===== src/rtl/pong_motion.sv =====
module pong_motion #(
  parameter int CW       = 10,
  parameter int SCR_W    = 640,
  parameter int SCR_H    = 480,
  parameter int TICK_ROW = 481,
  parameter int PAD_XL   = 600,
  parameter int PAD_XR   = 603,
  parameter int PAD_H    = 72,
  parameter int PAD_STEP = 4,
  parameter int WALL_XR  = 35,
  parameter int BALL_SZ  = 8,
  parameter int BALL_SPD = 2,
  parameter int BALL_X0  = 320,
  parameter int BALL_Y0  = 240
) (
  input  logic          clk,
  input  logic          rst_n,
  input  logic          pix_tick,
  input  logic [CW-1:0] scan_x,
  input  logic [CW-1:0] scan_y,
  input  logic          btn_down,
  input  logic          btn_up,
  output logic          frame_tick,
  output logic [CW-1:0] pad_top,
  output logic [CW-1:0] pad_bot,
  output logic [CW-1:0] ball_xl,
  output logic [CW-1:0] ball_xr,
  output logic [CW-1:0] ball_yt,
  output logic [CW-1:0] ball_yb,
  output logic          miss
);

  localparam logic [CW-1:0] TICK_Y   = CW'(TICK_ROW);
  localparam logic [CW-1:0] PAD_TOP0 = CW'(SCR_H/2 - PAD_H/2);
  localparam logic [CW-1:0] PAD_SPAN = CW'(PAD_H - 1);
  localparam logic [CW-1:0] PAD_STP  = CW'(PAD_STEP);
  localparam logic [CW-1:0] PAD_LIM  = CW'(SCR_H - PAD_STEP);
  localparam logic [CW-1:0] BALL_SPN = CW'(BALL_SZ - 1);
  localparam logic [CW-1:0] SPD      = CW'(BALL_SPD);
  localparam logic [CW-1:0] X0       = CW'(BALL_X0);
  localparam logic [CW-1:0] Y0       = CW'(BALL_Y0);
  localparam logic [CW-1:0] X_LAST   = CW'(SCR_W - 1);
  localparam logic [CW-1:0] Y_LAST   = CW'(SCR_H - 1);
  localparam logic [CW-1:0] WALL_R   = CW'(WALL_XR);
  localparam logic [CW-1:0] PAD_L    = CW'(PAD_XL);
  localparam logic [CW-1:0] PAD_R    = CW'(PAD_XR);

  logic [CW-1:0] pad_q, bx_q, by_q;
  logic          vx_right_q, vy_down_q, miss_q;
  logic          vx_n, vy_n, escaped, hit_wall, hit_pad;

  assign frame_tick = pix_tick && (scan_y == TICK_Y) && (scan_x == '0);

  assign pad_top = pad_q;
  assign pad_bot = pad_q + PAD_SPAN;
  assign ball_xl = bx_q;
  assign ball_xr = bx_q + BALL_SPN;
  assign ball_yt = by_q;
  assign ball_yb = by_q + BALL_SPN;
  assign miss    = miss_q;

  assign escaped  = ball_xr > X_LAST;
  assign hit_wall = bx_q <= WALL_R;
  assign hit_pad  = (ball_xr >= PAD_L) && (ball_xr <= PAD_R) &&
                    (ball_yb >= pad_q) && (by_q <= pad_bot);

  assign vx_n = hit_wall ? 1'b1 : (hit_pad ? 1'b0 : vx_right_q);
  assign vy_n = (by_q == '0) ? 1'b1 : ((ball_yb >= Y_LAST) ? 1'b0 : vy_down_q);

  always_ff @(posedge clk or negedge rst_n) begin
    if (!rst_n) begin
      pad_q      <= PAD_TOP0;
      bx_q       <= X0;
      by_q       <= Y0;
      vx_right_q <= 1'b1;
      vy_down_q  <= 1'b1;
      miss_q     <= 1'b0;
    end else begin
      miss_q <= 1'b0;
      if (frame_tick) begin
        if (btn_down && (pad_bot < PAD_LIM))
          pad_q <= pad_q + PAD_STP;
        else if (btn_up && (pad_q > PAD_STP))
          pad_q <= pad_q - PAD_STP;
        if (escaped) begin
          bx_q       <= X0;
          by_q       <= Y0;
          vx_right_q <= 1'b1;
          vy_down_q  <= 1'b1;
          miss_q     <= 1'b1;
        end else begin
          vx_right_q <= vx_n;
          vy_down_q  <= vy_n;
          bx_q       <= vx_n ? bx_q + SPD : bx_q - SPD;
          by_q       <= vy_n ? by_q + SPD : by_q - SPD;
        end
      end
    end
  end

  p_hold_no_tick_r2: assert property (@(posedge clk) disable iff (!rst_n)
    !frame_tick |=> $stable(pad_top) && $stable(ball_xl) && $stable(ball_yt));

  p_pad_in_screen_r4: assert property (@(posedge clk) disable iff (!rst_n)
    pad_bot <= Y_LAST && pad_top >= PAD_STP);

  p_miss_single_r9: assert property (@(posedge clk) disable iff (!rst_n)
    miss |=> !miss);

  p_miss_reload_r9: assert property (@(posedge clk) disable iff (!rst_n)
    miss |-> (ball_xl == X0) && (ball_yt == Y0));

  p_step_size_r10: assert property (@(posedge clk) disable iff (!rst_n)
    frame_tick |=> miss || (ball_xl == $past(ball_xl) + SPD) || (ball_xl == $past(ball_xl) - SPD));

  p_top_bounce_r6: assert property (@(posedge clk) disable iff (!rst_n)
    (frame_tick && ball_yt == '0 && ball_xr <= X_LAST) |=> ball_yt == SPD);

endmodule


===== config.mk =====
export PLATFORM = sky130hd
export DESIGN_NAME = pong_motion
export DESIGN_NICKNAME = d
export VERILOG_FILES = /design/src/rtl/pong_motion.sv
export SDC_FILE = /design/constraint.sdc
export NUM_CORES = 1
export LEC_CHECK = 0
export ABC_CLOCK_PERIOD_IN_PS = 5100
export BUFFER_PORTS_ARGS = -buffer_cell sky130_fd_sc_hd__buf_2
export CAP_MARGIN = 15
export CORE_AREA = 2 2 93 95
export CTS_CLUSTER_SIZE = 12
export DETAILED_ROUTE_END_ITERATION = 10
export DIE_AREA = 0 0 95 97
export PLACE_DENSITY = 0.65
export SLEW_MARGIN = 5
export SYNTH_ARGS = -nofsm -noshare
export SYNTH_HDL_FRONTEND = slang
export SYNTH_SLANG_ARGS = --single-unit

===== constraint.sdc =====
create_clock -name clk -period 5.1 [get_ports clk]
set_input_delay 1.02 -clock clk [delete_from_list [all_inputs] [get_ports clk]]
set_output_delay 1.02 -clock clk [all_outputs]
set_load 0.01 [all_outputs]

# Word-level counts from Yosys, hierarchy flattened
# Cells that the tools add are included.
word_totals:
  mem_bits_ro: 0
  mem_bits_rw: 0
  ff_bits: 33
  n_memories: 0
  inputBits: 25
  latch_bits: 0
  elab_cells: 50
  out_inout_bits: 62
classes:
  div_mod_pow: 0
  add_sub_neg: 9
  shift: 0
  bitwise_logic: 0
  n_eq_ne: 1
  order_cmp: 9
  mux: 14
  reduce_logical: 11
  multipliers: 0
ops:
  columns: ["cell", "n"]
  rows:
  - ["$mux W10", 6]
  - ["$add A10 B3 Y10 const B", 3]
  - ["$add A10 B2 Y10 const B", 2]
  - ["$logic_not A10 Y1", 2]
  - ["$sub A10 B2 Y10 const B", 2]
  - ["$add A10 B7 Y10 const B", 1]
  - ["$eq A10 B9 Y1 const B", 1]
  - ["$ge A10 B10 Y1", 1]
  - ["$ge A10 B10 Y1 const B", 1]
  - ["$ge A10 B9 Y1 const B", 1]
  - ["$gt A10 B10 Y1 const B", 1]
  - ["$gt A10 B3 Y1 const B", 1]
  - ["$le A10 B10 Y1", 1]
  - ["$le A10 B10 Y1 const B", 1]
  - ["$le A10 B6 Y1 const B", 1]
  - ["$lt A10 B9 Y1 const B", 1]
  - ["$sub A10 B3 Y10 const B", 1]
  - ["$mux W1", 8]
  - ["$logic_and A1 B1 Y1", 7]
  - ["$reduce_and A2 Y1", 1]
  - ["$reduce_bool A2 Y1", 1]

# Longest topological paths before layout
# Gate-level depths: netlist of run 1.
logic_depth:
  depth_word: 9
  mapped_depth: 22
  mapped_depth_nobuf: 20

# Worst setup path after synthesis of run 1
# Ideal clock, no wire load.
synth_path:
  path_type: "register to register"
  start: "register by_q[1], in the netlist ball_yt[1]"
  end: "register bx_q[9], in the netlist ball_xl[9]"
  required_time_ns: 4.959
  n_path_buf: 2
  period_less_slack_ns: 4.650
  path_slack_ns: 0.450
  stages_incl_launch_ff: 22
  arrival_time_ns: 4.509
  setup_time_ns: 0.141
  path_cell_list: "dfrtp_1 clkbuf_1 inv_1 ha_1 clkbuf_1 or4_1 nand2_1 ha_1 o211ai_1 o21ai_0 o21ai_0 o41ai_2 nand2_1 inv_1 ha_1 a21o_1 a211oi_1 nor2_1 o41ai_1 xor2_1 nand3_1 o221ai_1"
synth_via:
  elab_chain_len: 8
  word_cells_on_any_way: 9
  classes_between: "1 x add/sub; 2 x order compare; 4 x mux; 2 x reduce/logical"
synth_lines:
  columns: ["item", "line_no", "text"]
  rows:
  - ["start: declaration", "48", "logic [CW-1:0] pad_q, bx_q, by_q;"]
  - ["start signal: assignment", "95", "by_q <= vy_n ? by_q + SPD : by_q - SPD;"]
  - ["$add A10 B3 Y10", "59", "assign ball_yb = by_q + BALL_SPN;"]
  - ["via ball_yb[9]", "29", "output logic [CW-1:0] ball_yb,"]
  - ["$ge A10 B10 Y1", "65", "(ball_yb >= pad_q) && (by_q <= pad_bot);"]
  - ["$logic_and A1 B1 Y1", "64", "assign hit_pad = (ball_xr >= PAD_L) && (ball_xr <= PAD_R) &&"]
  - ["$logic_and A1 B1 Y1", "65", null]
  - ["$mux W1 (2 in a row)", "67", "assign vx_n = hit_wall ? 1'b1 : (hit_pad ? 1'b0 : vx_right_q);"]
  - ["$mux W10", "94", "bx_q <= vx_n ? bx_q + SPD : bx_q - SPD;"]
  - ["$mux W10", "85", "if (escaped) begin"]
  - ["end signal: assignment", "94", null]
  - ["end: declaration", "48", null]
# The timed path passes the listed nets, and every way through them passes these cells.
# A chain may end at the register's enable or synchronous reset.

# Worst setup path in the final report of run 1
layout_path:
  start: "register pad_q[2], in the netlist pad_top[2]"
  end: "register bx_q[9], in the netlist ball_xl[9]"
layout_via:
  elab_chain_len: 7
  word_cells_on_any_way: 9
  classes_between: "1 x add/sub; 2 x order compare; 4 x mux; 2 x reduce/logical"
layout_lines:
  columns: ["item", "line_no", "text"]
  rows:
  - ["start: declaration", "48", null]
  - ["start signal: assignment", "82", "pad_q <= pad_q + PAD_STP;"]
  - ["start signal: assignment", "84", "pad_q <= pad_q - PAD_STP;"]
  - ["$add A10 B7 Y10 or $ge A10 B10 Y1 (tied branches)", "55, 65", null]
  - ["$le A10 B10 Y1 or $logic_and A1 B1 Y1 (tied branches)", "65, 64", null]
  - ["$logic_and A1 B1 Y1 *", "65", null]
  - ["$mux W1 * (2 in a row)", "67", null]
  - ["$mux W10 *", "94", null]
  - ["$mux W10 *", "85", null]
# Every way passes the cells marked *; elsewhere a longest branch is shown, timed or not.

==> metrics.txt, run 1 <==
number of max-slew violations in the final report=0; wire length of the first global-routing pass=around 15 mm; DRC violation count after routing=0; CTS root buffer=sky130_fd_sc_hd__clkbuf_8; Slew @ Worst Pin=0.666 ns; effective utilization at floorplan=39.7%; DIE AREA=between 9000 and 10,000 µm²; largest delay contributor family on the critical path=compound AO/OA/AOI/OAI gates; most used cells in the layout excluding fill and tap cells=sky130_fd_sc_hd__buf_2 (78), sky130_fd_sc_hd__ha_1 (38), sky130_fd_sc_hd__nand2_1 (31), sky130_fd_sc_hd__xnor2_1 (31), sky130_fd_sc_hd__inv_1 (29); portion of the post-synthesis area used by sequential elements=around 23%; startpoint of the worst-slack reg-to-reg timing path=pad_top[2]$_DFFE_PN1P_; Yosys warning count=0; FFs w/ async S/R, synth=100%; Max FO, Critical Path=9; path type of the worst min-delay path=reg -> reg; synth unique cells=71; initial antenna violation count=0; Worst Slack Setup Final=approximately 0.45 ns; cell-by-cell trace of the critical path=ha_1 -> and3_1 -> xnor2_1 -> ha_1 -> o21a_1 -> o211ai_1 -> o2111ai_1 -> o41ai_2 -> nand2_1 -> inv_2 -> ha_1 -> a21o_1 -> a211oi_1 -> nor2_1 -> o41ai_1 -> xor2_1 -> nand3_1 -> o221ai_1; total of flip-flops plus latches after synthesis=29; reported leakage power=~1.8 nW; Synth top area share=approximately 15%; Post-Place Cells=between 500 and 600; GRT Residual Overflow=0; via count of the first global-routing pass=around 3,000; R2R Setup Slk=0.45 ns; Hold Vio Cnt, Final=0; headroom to the max-slew limit=55.6%; pin count of the biggest net entering global routing=30; total power per unit cell area=around 120 nW/µm²; endpoint class of the critical path=flip-flop; router iterations before antenna repair=4; Critical R2R Capture=ball_xl[9]$_DFFE_PN0P_; Die Y=a little under 100 µm; die span in x=approximately 95 µm; Via Count=3,035; final-stage net count=around 520; fin cells=565; Hold Path Depth=1; most used flip-flop cell after synthesis=sky130_fd_sc_hd__dfrtp_1; worst r2r path cells=18; most common library cell in the layout ignoring fill and taps=sky130_fd_sc_hd__buf_2; Global Route Usage Sum=around a fifth; Total Neg Setup Slack=0 ns; number of clock sinks=29; detail-routed via count per cell=roughly 5.4; antenna cell count=0; Iteration-0 DRC Markers=154; Critical-path top delay cell=sky130_fd_sc_hd__dfstp_2; clk slew on worst S/H paths=approximately 0.07 ns; total CTS buffers=5; worst slack at placement=~0.28 ns; count of maximum capacitance violations=0; endpoint of the worst hold path=vy_down_q$_DFFE_PN1P_; endpoints failing setup=0; status=completed; final critical-path share of the clock period=around 91%; Data arrival, critical path=4.82 ns; Top-Level Pins=a little under 90; Setup Crit Path Kind=reg -> reg; minimum clock period after layout=around 4.7 ns; required time worst endpoint=~5.3 ns; RSZ-0062 raised after global routing=no; TritonCTS clock tree=yes; Min Hold Slack=a little over 0.5 ns; Area Growth Syn to Fin=17.8%; Bufs and invs on worst path=1; Clk Latency, worst-skew pair=between 0.2 and 0.3 ns; post-DR wirelength/cell=about 16 µm; cell type with the largest total area after synthesis=sky130_fd_sc_hd__ha_1; Antenna Violating Nets Remaining=0; PortBufs=slightly below 80; deepest clock path buffer count=2; placed wire-length estimate=between 6 and 7 mm; number of H-tree levels=2; area of the core region=a little over 8000 µm²; synth top area cells=sky130_fd_sc_hd__ha_1 (15%), sky130_fd_sc_hd__dfrtp_1 (13%), sky130_fd_sc_hd__dfstp_2 (9.8%); fmax=0.215 GHz; Max VDD drop=around 0.065 mV; crit-path max cell delay=around 0.64 ns; startpoint class of the critical path=flip-flop; crit-path most repeated cell=sky130_fd_sc_hd__ha_1; Total Routed Length=8.82 mm; average footprint of a synthesized cell=approximately 8.4 µm²; Post-Synthesis Cells=approximately 380; skew final=0.00602 ns; total standard cell area after synthesis=~3200 µm²; RD Place Congestion=0.927; Std-Cell Rows=33; EDFF count, synth=0; logic depth of the worst path, buffers included=18; hold path startpoint=vy_down_q$_DFFE_PN1P_; layout cells sized above 1=27.4%
-- cell type report --
| class | count | area (µm²) |
|---|---|---|
| clock buffers | 6 | 82.6 |
| clock inverters | 2 | 13.8 |
| fillers | 803 | 4330 |
| inverters | 31 | 116 |
| multi-input cells | 302 | 2240 |
| flip-flops and latches | 29 | 742 |
| well taps | 105 | 131 |
| repair buffers | 90 | 480 |
-- worst reg2reg max path: stages, from the launching register on --
cell,delay (ns)
sky130_fd_sc_hd__dfstp_2,0.64
sky130_fd_sc_hd__ha_1,0.24
sky130_fd_sc_hd__and3_1,0.22
sky130_fd_sc_hd__xnor2_1,0.25
sky130_fd_sc_hd__ha_1,0.31
sky130_fd_sc_hd__o21a_1,0.17
sky130_fd_sc_hd__o211ai_1,0.15
sky130_fd_sc_hd__o2111ai_1,0.16
sky130_fd_sc_hd__o41ai_2,0.38
sky130_fd_sc_hd__nand2_1,0.19
sky130_fd_sc_hd__inv_2,0.18
sky130_fd_sc_hd__ha_1,0.29
sky130_fd_sc_hd__a21o_1,0.20
sky130_fd_sc_hd__a211oi_1,0.23
sky130_fd_sc_hd__nor2_1,0.09
sky130_fd_sc_hd__o41ai_1,0.48
sky130_fd_sc_hd__xor2_1,0.13
sky130_fd_sc_hd__nand3_1,0.12
sky130_fd_sc_hd__o221ai_1,0.11
-- synth_stat cells, types with 9 or more instances --
master / n
sky130_fd_sc_hd__inv_1: 30
sky130_fd_sc_hd__o21ai_0: 14
sky130_fd_sc_hd__a21oi_1: 15
sky130_fd_sc_hd__dfstp_2: 12
sky130_fd_sc_hd__xor2_1: 10
sky130_fd_sc_hd__nand3_1: 13
sky130_fd_sc_hd__nor2_1: 24
sky130_fd_sc_hd__dfrtp_1: 17
sky130_fd_sc_hd__ha_1: 38
sky130_fd_sc_hd__clkbuf_1: 9
sky130_fd_sc_hd__xnor2_1: 31
sky130_fd_sc_hd__o31ai_1: 9
sky130_fd_sc_hd__buf_4: 12
sky130_fd_sc_hd__nor3_1: 12
sky130_fd_sc_hd__nand2_1: 31
-- what timing repair did --
item | CTS | global route
gates resized for setup | 0 | 2
hold buffers | 0 | 0
buffers inserted | 0 | 1
setup endpoints to repair | 0 | 2
-- metrics by stage --
stage	util [%]	power [mW]	area [µm²]
4_1_cts	46.7	0.469	3800
6_report	46.8	0.463	3800
3_5_place_dp	45.5	0.257	3700
3_3_place_gp	45.5	0.256	3700
2_1_floorplan	-	0.247	3250
5_1_grt	46.8	0.484	3800
-- state kept, by name, indices dropped and copies added (netlist names) --
signal / count
ball_xl: 9
ball_yt: 9
miss: 1
pad_top: 8
vx_right_q: 1
vy_down_q: 1
-- power by group --
part	leakage (nW)	total (mW)	switching, mW	internal, mW
Sequential	0.341	0.230	0.00000901	0.230
Combinational	1.40	0.0220	0.0126	0.00937
Clock	0.0512	0.210	0.101	0.109
-- how the worst max path moves through the flow --
stage | end | start
global placement | ball_xl[9]$_DFFE_PN0P_ | ball_yt[2]$_DFFE_PN0P_
finish | ball_xl[9]$_DFFE_PN0P_ | pad_top[2]$_DFFE_PN1P_
CTS | ball_xl[9]$_DFFE_PN0P_ | ball_yt[2]$_DFFE_PN0P_
detailed placement | ball_xl[9]$_DFFE_PN0P_ | ball_yt[2]$_DFFE_PN0P_
floorplan | ball_xl[9]$_DFFE_PN0P_ | ball_yt[1]$_DFFE_PN0P_
global route | ball_xl[8]$_DFFE_PN1P_ | ball_yt[2]$_DFFE_PN0P_
-- kinds of logic after synthesis --
family,Yosys count,share of synthesized area (%)
compound gates,95,22.2
xor+xnor,41,11.1
fa+ha+maj,40,16.0
buf+inv,58,8.48
flops,29,22.9
mux,3,0.968
other cells,2,0.232
simple gates,115,18.1
-- per-layer routing --
layer  routed length (µm)  track usage [%]
met1                 3990             26.1
met4                  122             5.91
met5                    0                0
met2                 4300             33.3
met3                  404             3.97
No activity file was read; power rests on OpenSTA's default activity.
==> run 2, diff against run 1 <==
==> constraint.sdc (replaced) <==
create_clock -name clk -period 5.1 [get_ports clk]
set_input_delay 0.51 -clock clk [delete_from_list [all_inputs] [get_ports clk]]
set_output_delay 0.51 -clock clk [all_outputs]
set_load 0.01 [all_outputs]
==> run 2 against run 1 <==
Final cell count decreased by 0.35%. Wire length hardly changed. Sequential power about the same. Flip-flop and latch count stayed put. Worst hold slack got worse by 0.25 ns. Clock-buffer cell count rose by 1. Critical endpoint is now ball_xl[8]$_DFFE_PN1P_.
==> metrics.txt, run 2 (same netlist as run 1, synthesis figures left out) <==
status=completed (unchanged); router iterations before antenna repair=4 (unchanged); Setup Crit Path Kind=reg -> reg (unchanged); post-DR wirelength/cell=15.7 µm (was 15.6 µm); number of clock sinks=29 (unchanged); required time worst endpoint=5.31 ns (was 5.27 ns); path type of the worst min-delay path=in -> async (was reg -> reg); Total Neg Setup Slack=0 ns (unchanged); reported leakage power=1.79 nW (about the same); CTS root buffer=sky130_fd_sc_hd__clkbuf_8 (unchanged); number of max-slew violations in the final report=0 (unchanged); Die Y=97 µm (unchanged); total CTS buffers=5 (unchanged); Fill cells=787 (was 803); cell area after layout=3800 µm² (about the same); final-stage net count=522 (was 524); TritonCTS clock tree=yes (unchanged); Storage cell area=742 µm² (unchanged); cts hold-fix bufs=0 (unchanged); minimum clock period after layout=4.74 ns (was 4.65 ns); R2R Setup Slk=0.36 ns (was 0.45 ns); count of maximum capacitance violations=0 (unchanged); Data arrival, critical path=4.94 ns (was 4.82 ns); Global Route Usage Sum=19.3% (was 20.1%); Std-Cell Rows=33 (unchanged); die span in x=95 µm (unchanged); Top-Level Pins=87 (unchanged); endpoints failing setup=0 (unchanged); headroom to the max-slew limit=52.4% (was 55.6%); crit-path max cell delay=0.59 ns (was 0.64 ns); skew final=0.00372 ns (was 0.00602 ns); worst r2r path cells=19 (was 18); effective utilization at floorplan=39.7% (unchanged); area of the core region=8130 µm² (unchanged); Hold Vio Cnt, Final=0 (unchanged); area of combinational cells with multiple inputs=2250 µm² (was 2240 µm²); final critical-path share of the clock period=92.8% (was 91.2%); logic depth of the worst path, buffers included=19 (was 18); DP Area=3680 µm² (was 3700 µm²); RD Place Congestion=0.925 (was 0.927); Critical-path top delay cell=sky130_fd_sc_hd__or4_1 (was sky130_fd_sc_hd__dfstp_2); PortBufs=78 (unchanged); most common library cell in the layout ignoring fill and taps=sky130_fd_sc_hd__buf_2 (unchanged); Clk Latency, worst-skew pair=0.28 ns (was 0.29 ns); GRT Residual Overflow=0 (unchanged); crit-path most repeated cell=sky130_fd_sc_hd__ha_1 (unchanged); detail-routed via count per cell=5.48 (was 5.37); number of H-tree levels=2 (unchanged); most used cells in the layout excluding fill and tap cells=sky130_fd_sc_hd__buf_2 (78), sky130_fd_sc_hd__ha_1 (38), sky130_fd_sc_hd__nand2_1 (31), sky130_fd_sc_hd__xnor2_1 (31), sky130_fd_sc_hd__inv_1 (30) (was sky130_fd_sc_hd__buf_2 (78), sky130_fd_sc_hd__ha_1 (38), sky130_fd_sc_hd__nand2_1 (31), sky130_fd_sc_hd__xnor2_1 (31), sky130_fd_sc_hd__inv_1 (29)); startpoint class of the critical path=flip-flop (unchanged); via count of the first global-routing pass=2,987 (was 3,016); DRC violation count after routing=0 (unchanged); Area Growth Syn to Fin=17.7% (was 17.8%); initial antenna violation count=0 (unchanged); Max VDD drop=0.0863 mV (was 0.0649 mV); largest delay contributor family on the critical path=compound AO/OA/AOI/OAI gates (unchanged); startpoint of the worst-slack reg-to-reg timing path=ball_yt[2]$_DFFE_PN0P_ (was pad_top[2]$_DFFE_PN1P_); Bufs and invs on worst path=2 (was 1); Max FO, Critical Path=11 (was 9); wire length of the first global-routing pass=14.3 mm (was 14.7 mm); RSZ-0062 raised after global routing=no (unchanged); pin count of the biggest net entering global routing=30 (unchanged); total power per unit cell area=123 nW/µm² (was 122 nW/µm²); layout cells sized above 1=27.1% (was 27.4%); antenna cell count=0 (unchanged); fmax=0.211 GHz (was 0.215 GHz); DIE AREA=9220 µm² (unchanged); Iteration-0 DRC Markers=197 (was 154); endpoint class of the critical path=flip-flop (unchanged); Slew @ Worst Pin=0.714 ns (was 0.666 ns); deepest clock path buffer count=2 (unchanged); Antenna Violating Nets Remaining=0 (unchanged); Via Count=3,087 (was 3,035); Total Routed Length=8.81 mm (was 8.82 mm); clk slew on worst S/H paths=0.07 ns (about the same); cell-by-cell trace of the critical path=inv_1 -> ha_1 -> or4_1 -> nand2_1 -> ha_1 -> o211ai_1 -> o21ai_0 -> o21ai_0 -> o41ai_2 -> nand2_1 -> inv_1 -> ha_1 -> a21o_1 -> a21oi_1 -> o21bai_1 -> a2111oi_0 -> nor3_1 -> xnor2_1 -> a31oi_1 (was ha_1 -> and3_1 -> xnor2_1 -> ha_1 -> o21a_1 -> o211ai_1 -> o2111ai_1 -> o41ai_2 -> nand2_1 -> inv_2 -> ha_1 -> a21o_1 -> a211oi_1 -> nor2_1 -> o41ai_1 -> xor2_1 -> nand3_1 -> o221ai_1); placed wire-length estimate=6.72 mm (was 6.75 mm); Critical R2R Capture=ball_xl[8]$_DFFE_PN1P_ (was ball_xl[9]$_DFFE_PN0P_)
run 2: cell count changes in the layout (fill, tap and decap cells not counted):
| cell | before | now |
|---|---|---|
| sky130_fd_sc_hd__inv_2 | 2 | 1 |
| sky130_fd_sc_hd__inv_1 | 29 | 30 |
| sky130_fd_sc_hd__clkbuf_8 | 6 | 7 |
| sky130_fd_sc_hd__o41ai_2 | 1 | 2 |
| sky130_fd_sc_hd__buf_4 | 12 | 10 |
| sky130_fd_sc_hd__o41ai_1 | 1 | 0 |
| sky130_fd_sc_hd__clkinv_4 | 1 | 0 |
run 2: area by class of cell:
cell class | count | area share [%]
clock buffer | 7 | 2.53
clock inverter | 1 | 0.132
inverter | 31 | 3.06
multi-input combinational | 302 | 59.1
sequential | 29 | 19.5
tap | 105 | 3.46
timing repair buffer | 88 | 12.2
run 2: worst max-delay path by stage:
stage / start / end / slack [ns]
2_1_floorplan: ball_yt[1]$_DFFE_PN0P_ / ball_xl[9]$_DFFE_PN0P_ / 0.45
3_3_place_gp: ball_yt[2]$_DFFE_PN0P_ / ball_xl[9]$_DFFE_PN0P_ / 0.39
3_5_place_dp: ball_yt[2]$_DFFE_PN0P_ / ball_xl[9]$_DFFE_PN0P_ / 0.20
4_1_cts: ball_yt[2]$_DFFE_PN0P_ / ball_xl[9]$_DFFE_PN0P_ / 0.19
5_1_grt: ball_yt[2]$_DFFE_PN0P_ / ball_xl[8]$_DFFE_PN1P_ / 0.01
6_report: ball_yt[2]$_DFFE_PN0P_ / ball_xl[8]$_DFFE_PN1P_ / 0.36
run 2: routing by layer:
metal | track usage, % | part of all wire (%)
met5 | 0 | 0
met4 | 6.35 | 1.6
met3 | 2.96 | 4.3
met2 | 33.0 | 49
met1 | 24.7 | 45
run 2: through the flow:
step / util (%) / hold WS (ns) / instances / total power, mW / worst slack [ns]
2_1_floorplan: - / 0.214 / 389 / 0.247 / 0.450
3_3_place_gp: 45.3 / 0.504 / 554 / 0.256 / 0.395
3_5_place_dp: 45.3 / 0.506 / 554 / 0.257 / 0.198
4_1_cts: 46.5 / 0.295 / 562 / 0.473 / 0.186
5_1_grt: 46.7 / 0.325 / 563 / 0.487 / 0.0115
6_report: 46.7 / 0.265 / 563 / 0.467 / 0.365
run 2: where the power goes:
group	total, mW	leakage [nW]	switching (mW)	internal [mW]
combinational	0.0220	1.39	0.0127	0.00937
clock	0.215	0.0542	0.0930	0.122
sequential	0.231	0.341	0.00000892	0.231
total	0.467	1.79	0.106	0.362
run 2: timing repair:
item                                    4_1_cts  5_1_grt
buffers inserted                              0        1
gates resized for setup                       0        2
endpoints found under the setup margin        0        2
==> run 3, diff against run 2 <==
- CORE_AREA: 2 2 93 95 -> 2 2 88 90
- DIE_AREA: 0 0 95 97 -> 0 0 90 92
- PLACE_DENSITY: 0.65 -> 0.71
==> run 3 against run 2 <==
Total power shrank 2.3%. Clock power down 5%. Final cell count shrank 0.89%. Worst hold slack got worse by 0.0069 ns. Largest cell class unchanged. Largest power group unchanged. Highest routed layer unchanged.
==> metrics.txt, run 3 (same netlist as run 1, synthesis figures left out) <==
Data arrival, critical path=4.86 ns (was 4.94 ns); effective utilization at floorplan=43.4% (was 39.7%); die span in x=90 µm (was 95 µm); CTS root buffer=sky130_fd_sc_hd__clkbuf_8 (unchanged); Total Routed Length=8.47 mm (was 8.81 mm); Antenna Violating Nets Remaining=0 (unchanged); detail-routed via count per cell=5.55 (was 5.48); internal power component=0.349 mW (was 0.362 mW); worst slack at placement=0.245 ns (was 0.198 ns); placed wire-length estimate=6.47 mm (was 6.72 mm); Switching Power=0.107 mW (was 0.106 mW); GRT Residual Overflow=0 (unchanged); pin count of the biggest net entering global routing=30 (unchanged); RD Place Congestion=0.917 (was 0.925); number of H-tree levels=2 (unchanged); DP Area=3670 µm² (was 3680 µm²); path type of the worst min-delay path=in -> async (unchanged); headroom to the max-slew limit=52.2% (was 52.4%); number of clock sinks=29 (unchanged); final critical-path share of the clock period=91.1% (was 92.8%); DIE AREA=8280 µm² (was 9220 µm²); crit-path most repeated cell=sky130_fd_sc_hd__ha_1 (unchanged); initial antenna violation count=0 (unchanged); met2 global-route usage=35.5% (was 33.0%); skew final=0.00886 ns (was 0.00372 ns); Clk Latency, worst-skew pair=0.28 ns (about the same); crit-path max cell delay=0.64 ns (was 0.59 ns); Die Y=92 µm (was 97 µm); total power per unit cell area=121 nW/µm² (was 123 nW/µm²); router iterations before antenna repair=5 (was 4); Top-Level Pins=87 (unchanged); Std-Cell Rows=32 (was 33); endpoints failing setup=0 (unchanged); combinational share of power=4.8% (was 4.7%); number of max-slew violations in the final report=0 (unchanged); final-stage net count=520 (was 522); busiest layer in global routing=met2 (unchanged); Critical-path top delay cell=sky130_fd_sc_hd__dfstp_2 (was sky130_fd_sc_hd__or4_1); Global Route Usage Sum=20.6% (was 19.3%); count of maximum capacitance violations=0 (unchanged); sequential power share=50.5% (was 49.3%); Via Count=3,098 (was 3,087); PortBufs=78 (unchanged); met3 Use GR=3.70% (was 2.96%); TritonCTS clock tree=yes (unchanged); endpoint class of the critical path=flip-flop (unchanged); proportion of total power due to net switching=23.5% (was 22.6%); layout cells sized above 1=27.0% (was 27.1%); startpoint class of the critical path=flip-flop (unchanged); cell area after layout=3780 µm² (was 3800 µm²); most common library cell in the layout ignoring fill and taps=sky130_fd_sc_hd__buf_2 (unchanged); Max VDD drop=0.0732 mV (was 0.0863 mV); reported leakage power=1.78 nW (was 1.79 nW); fmax=0.215 GHz (was 0.211 GHz); wire length of the first global-routing pass=14.1 mm (was 14.3 mm); met1 demand-to-capacity share in global routing=27.2% (was 24.7%); status=completed (unchanged); Setup Crit Path Kind=reg -> reg (unchanged); deepest clock path buffer count=2 (unchanged); antenna cell count=0 (unchanged); Max FO, Critical Path=9 (was 11); required time worst endpoint=5.31 ns (about the same); total CTS buffers=5 (unchanged); Min Hold Slack=0.258 ns (was 0.265 ns); area of the core region=7450 µm² (was 8130 µm²); minimum clock period after layout=4.65 ns (was 4.74 ns); clk slew on worst S/H paths=0.07 ns (about the same); Iteration-0 DRC Markers=257 (was 197); Slew @ Worst Pin=0.717 ns (was 0.714 ns); post-DR wirelength/cell=15.2 µm (was 15.7 µm); cell-by-cell trace of the critical path=ha_1 -> and3_1 -> o21ai_0 -> xnor2_1 -> inv_1 -> ha_1 -> nand2_1 -> and4b_1 -> o2111ai_1 -> o41ai_2 -> nand2_1 -> inv_2 -> ha_1 -> a21o_1 -> a21oi_1 -> o21bai_1 -> a2111oi_1 -> nor3_1 -> xnor2_1 -> a31oi_1 (was inv_1 -> ha_1 -> or4_1 -> nand2_1 -> ha_1 -> o211ai_1 -> o21ai_0 -> o21ai_0 -> o41ai_2 -> nand2_1 -> inv_1 -> ha_1 -> a21o_1 -> a21oi_1 -> o21bai_1 -> a2111oi_0 -> nor3_1 -> xnor2_1 -> a31oi_1); most used cells in the layout excluding fill and tap cells=sky130_fd_sc_hd__buf_2 (78), sky130_fd_sc_hd__ha_1 (38), sky130_fd_sc_hd__nand2_1 (31), sky130_fd_sc_hd__xnor2_1 (31), sky130_fd_sc_hd__inv_1 (29) (was sky130_fd_sc_hd__buf_2 (78), sky130_fd_sc_hd__ha_1 (38), sky130_fd_sc_hd__nand2_1 (31), sky130_fd_sc_hd__xnor2_1 (31), sky130_fd_sc_hd__inv_1 (30)); Worst Slack Setup Final=0.455 ns (was 0.365 ns); DRC violation count after routing=0 (unchanged); clock share of power=44.7% (was 46.0%); via count of the first global-routing pass=2,939 (was 2,987); Area Growth Syn to Fin=17.0% (was 17.7%); Hold Vio Cnt, Final=0 (unchanged)
run 3: final timing paths:
check / startpoint / to / slack [ns] / depth (start not counted)
setup / recovery: pad_top[2]$_DFFE_PN1P_ / ball_xl[8]$_DFFE_PN1P_ / 0.45 / 20
hold / removal: rst_n / pad_top[9]$_DFFE_PN0P_ / 0.26 / 1
setup reg to reg: pad_top[2]$_DFFE_PN1P_ / ball_xl[8]$_DFFE_PN1P_ / 0.45 / 20
hold reg to reg: vy_down_q$_DFFE_PN1P_ / vy_down_q$_DFFE_PN1P_ / 0.52 / 1
max in group asynchronous: rst_n / ball_yt[2]$_DFFE_PN0P_ / 4.37 / 1
min in group clk: vy_down_q$_DFFE_PN1P_ / vy_down_q$_DFFE_PN1P_ / 0.52 / 1
run 3: layer usage:
| layer | routed length, µm | part of all wire [%] |
|---|---|---|
| met4 | 85 | 1.0 |
| met2 | 4170 | 49 |
| met3 | 463 | 5.5 |
| met1 | 3750 | 44 |
| met5 | 0 | 0 |
run 3: cell type report:
cell class	instances	area, µm²
tap	102	128
sequential	29	742
multi-input combinational	302	2250
timing repair buffer	86	450
clock inverter	2	13.8
inverter	31	116
clock buffer	6	82.6
fill	742	3670
run 3: worst max-delay path, delay by kind of cell (launching register included):
| family | cells | cell delay [ns] |
|---|---|---|
| adders and majority gates | 3 | 0.68 |
| and+or+nand+nor | 5 | 0.79 |
| xor gates and xnor gates | 2 | 0.52 |
| AOI/OAI and AO/OA | 8 | 1.67 |
| buffers and inverters | 2 | 0.28 |
| DFF | 1 | 0.64 |
run 3: through the flow:
step	std cells	power, mW	util, %	TNS (ns)
after floorplan	389	0.247	-	0
after global placement	549	0.256	49.2	0
after detailed placement	549	0.257	49.2	0
after CTS	557	0.463	50.5	0
after global routing	558	0.481	50.8	-0.00110
final	558	0.457	50.8	0
run 3: power by group through the flow:
stage	Clock (mW)	Combinational [mW]	Sequential, mW
2_1_floorplan	0	0.0123	0.234
3_3_place_gp	0	0.0219	0.234
4_1_cts	0.210	0.0224	0.230
5_1_grt	0.225	0.0248	0.230
3_5_place_dp	0	0.0224	0.234
6_report	0.204	0.0219	0.230
run 3: timing repair:
item / in CTS / in global routing
setup endpoints to repair: 0 / 2
hold buffers: 0 / 0
buffers inserted: 0 / 1
gates resized for setup: 0 / 4
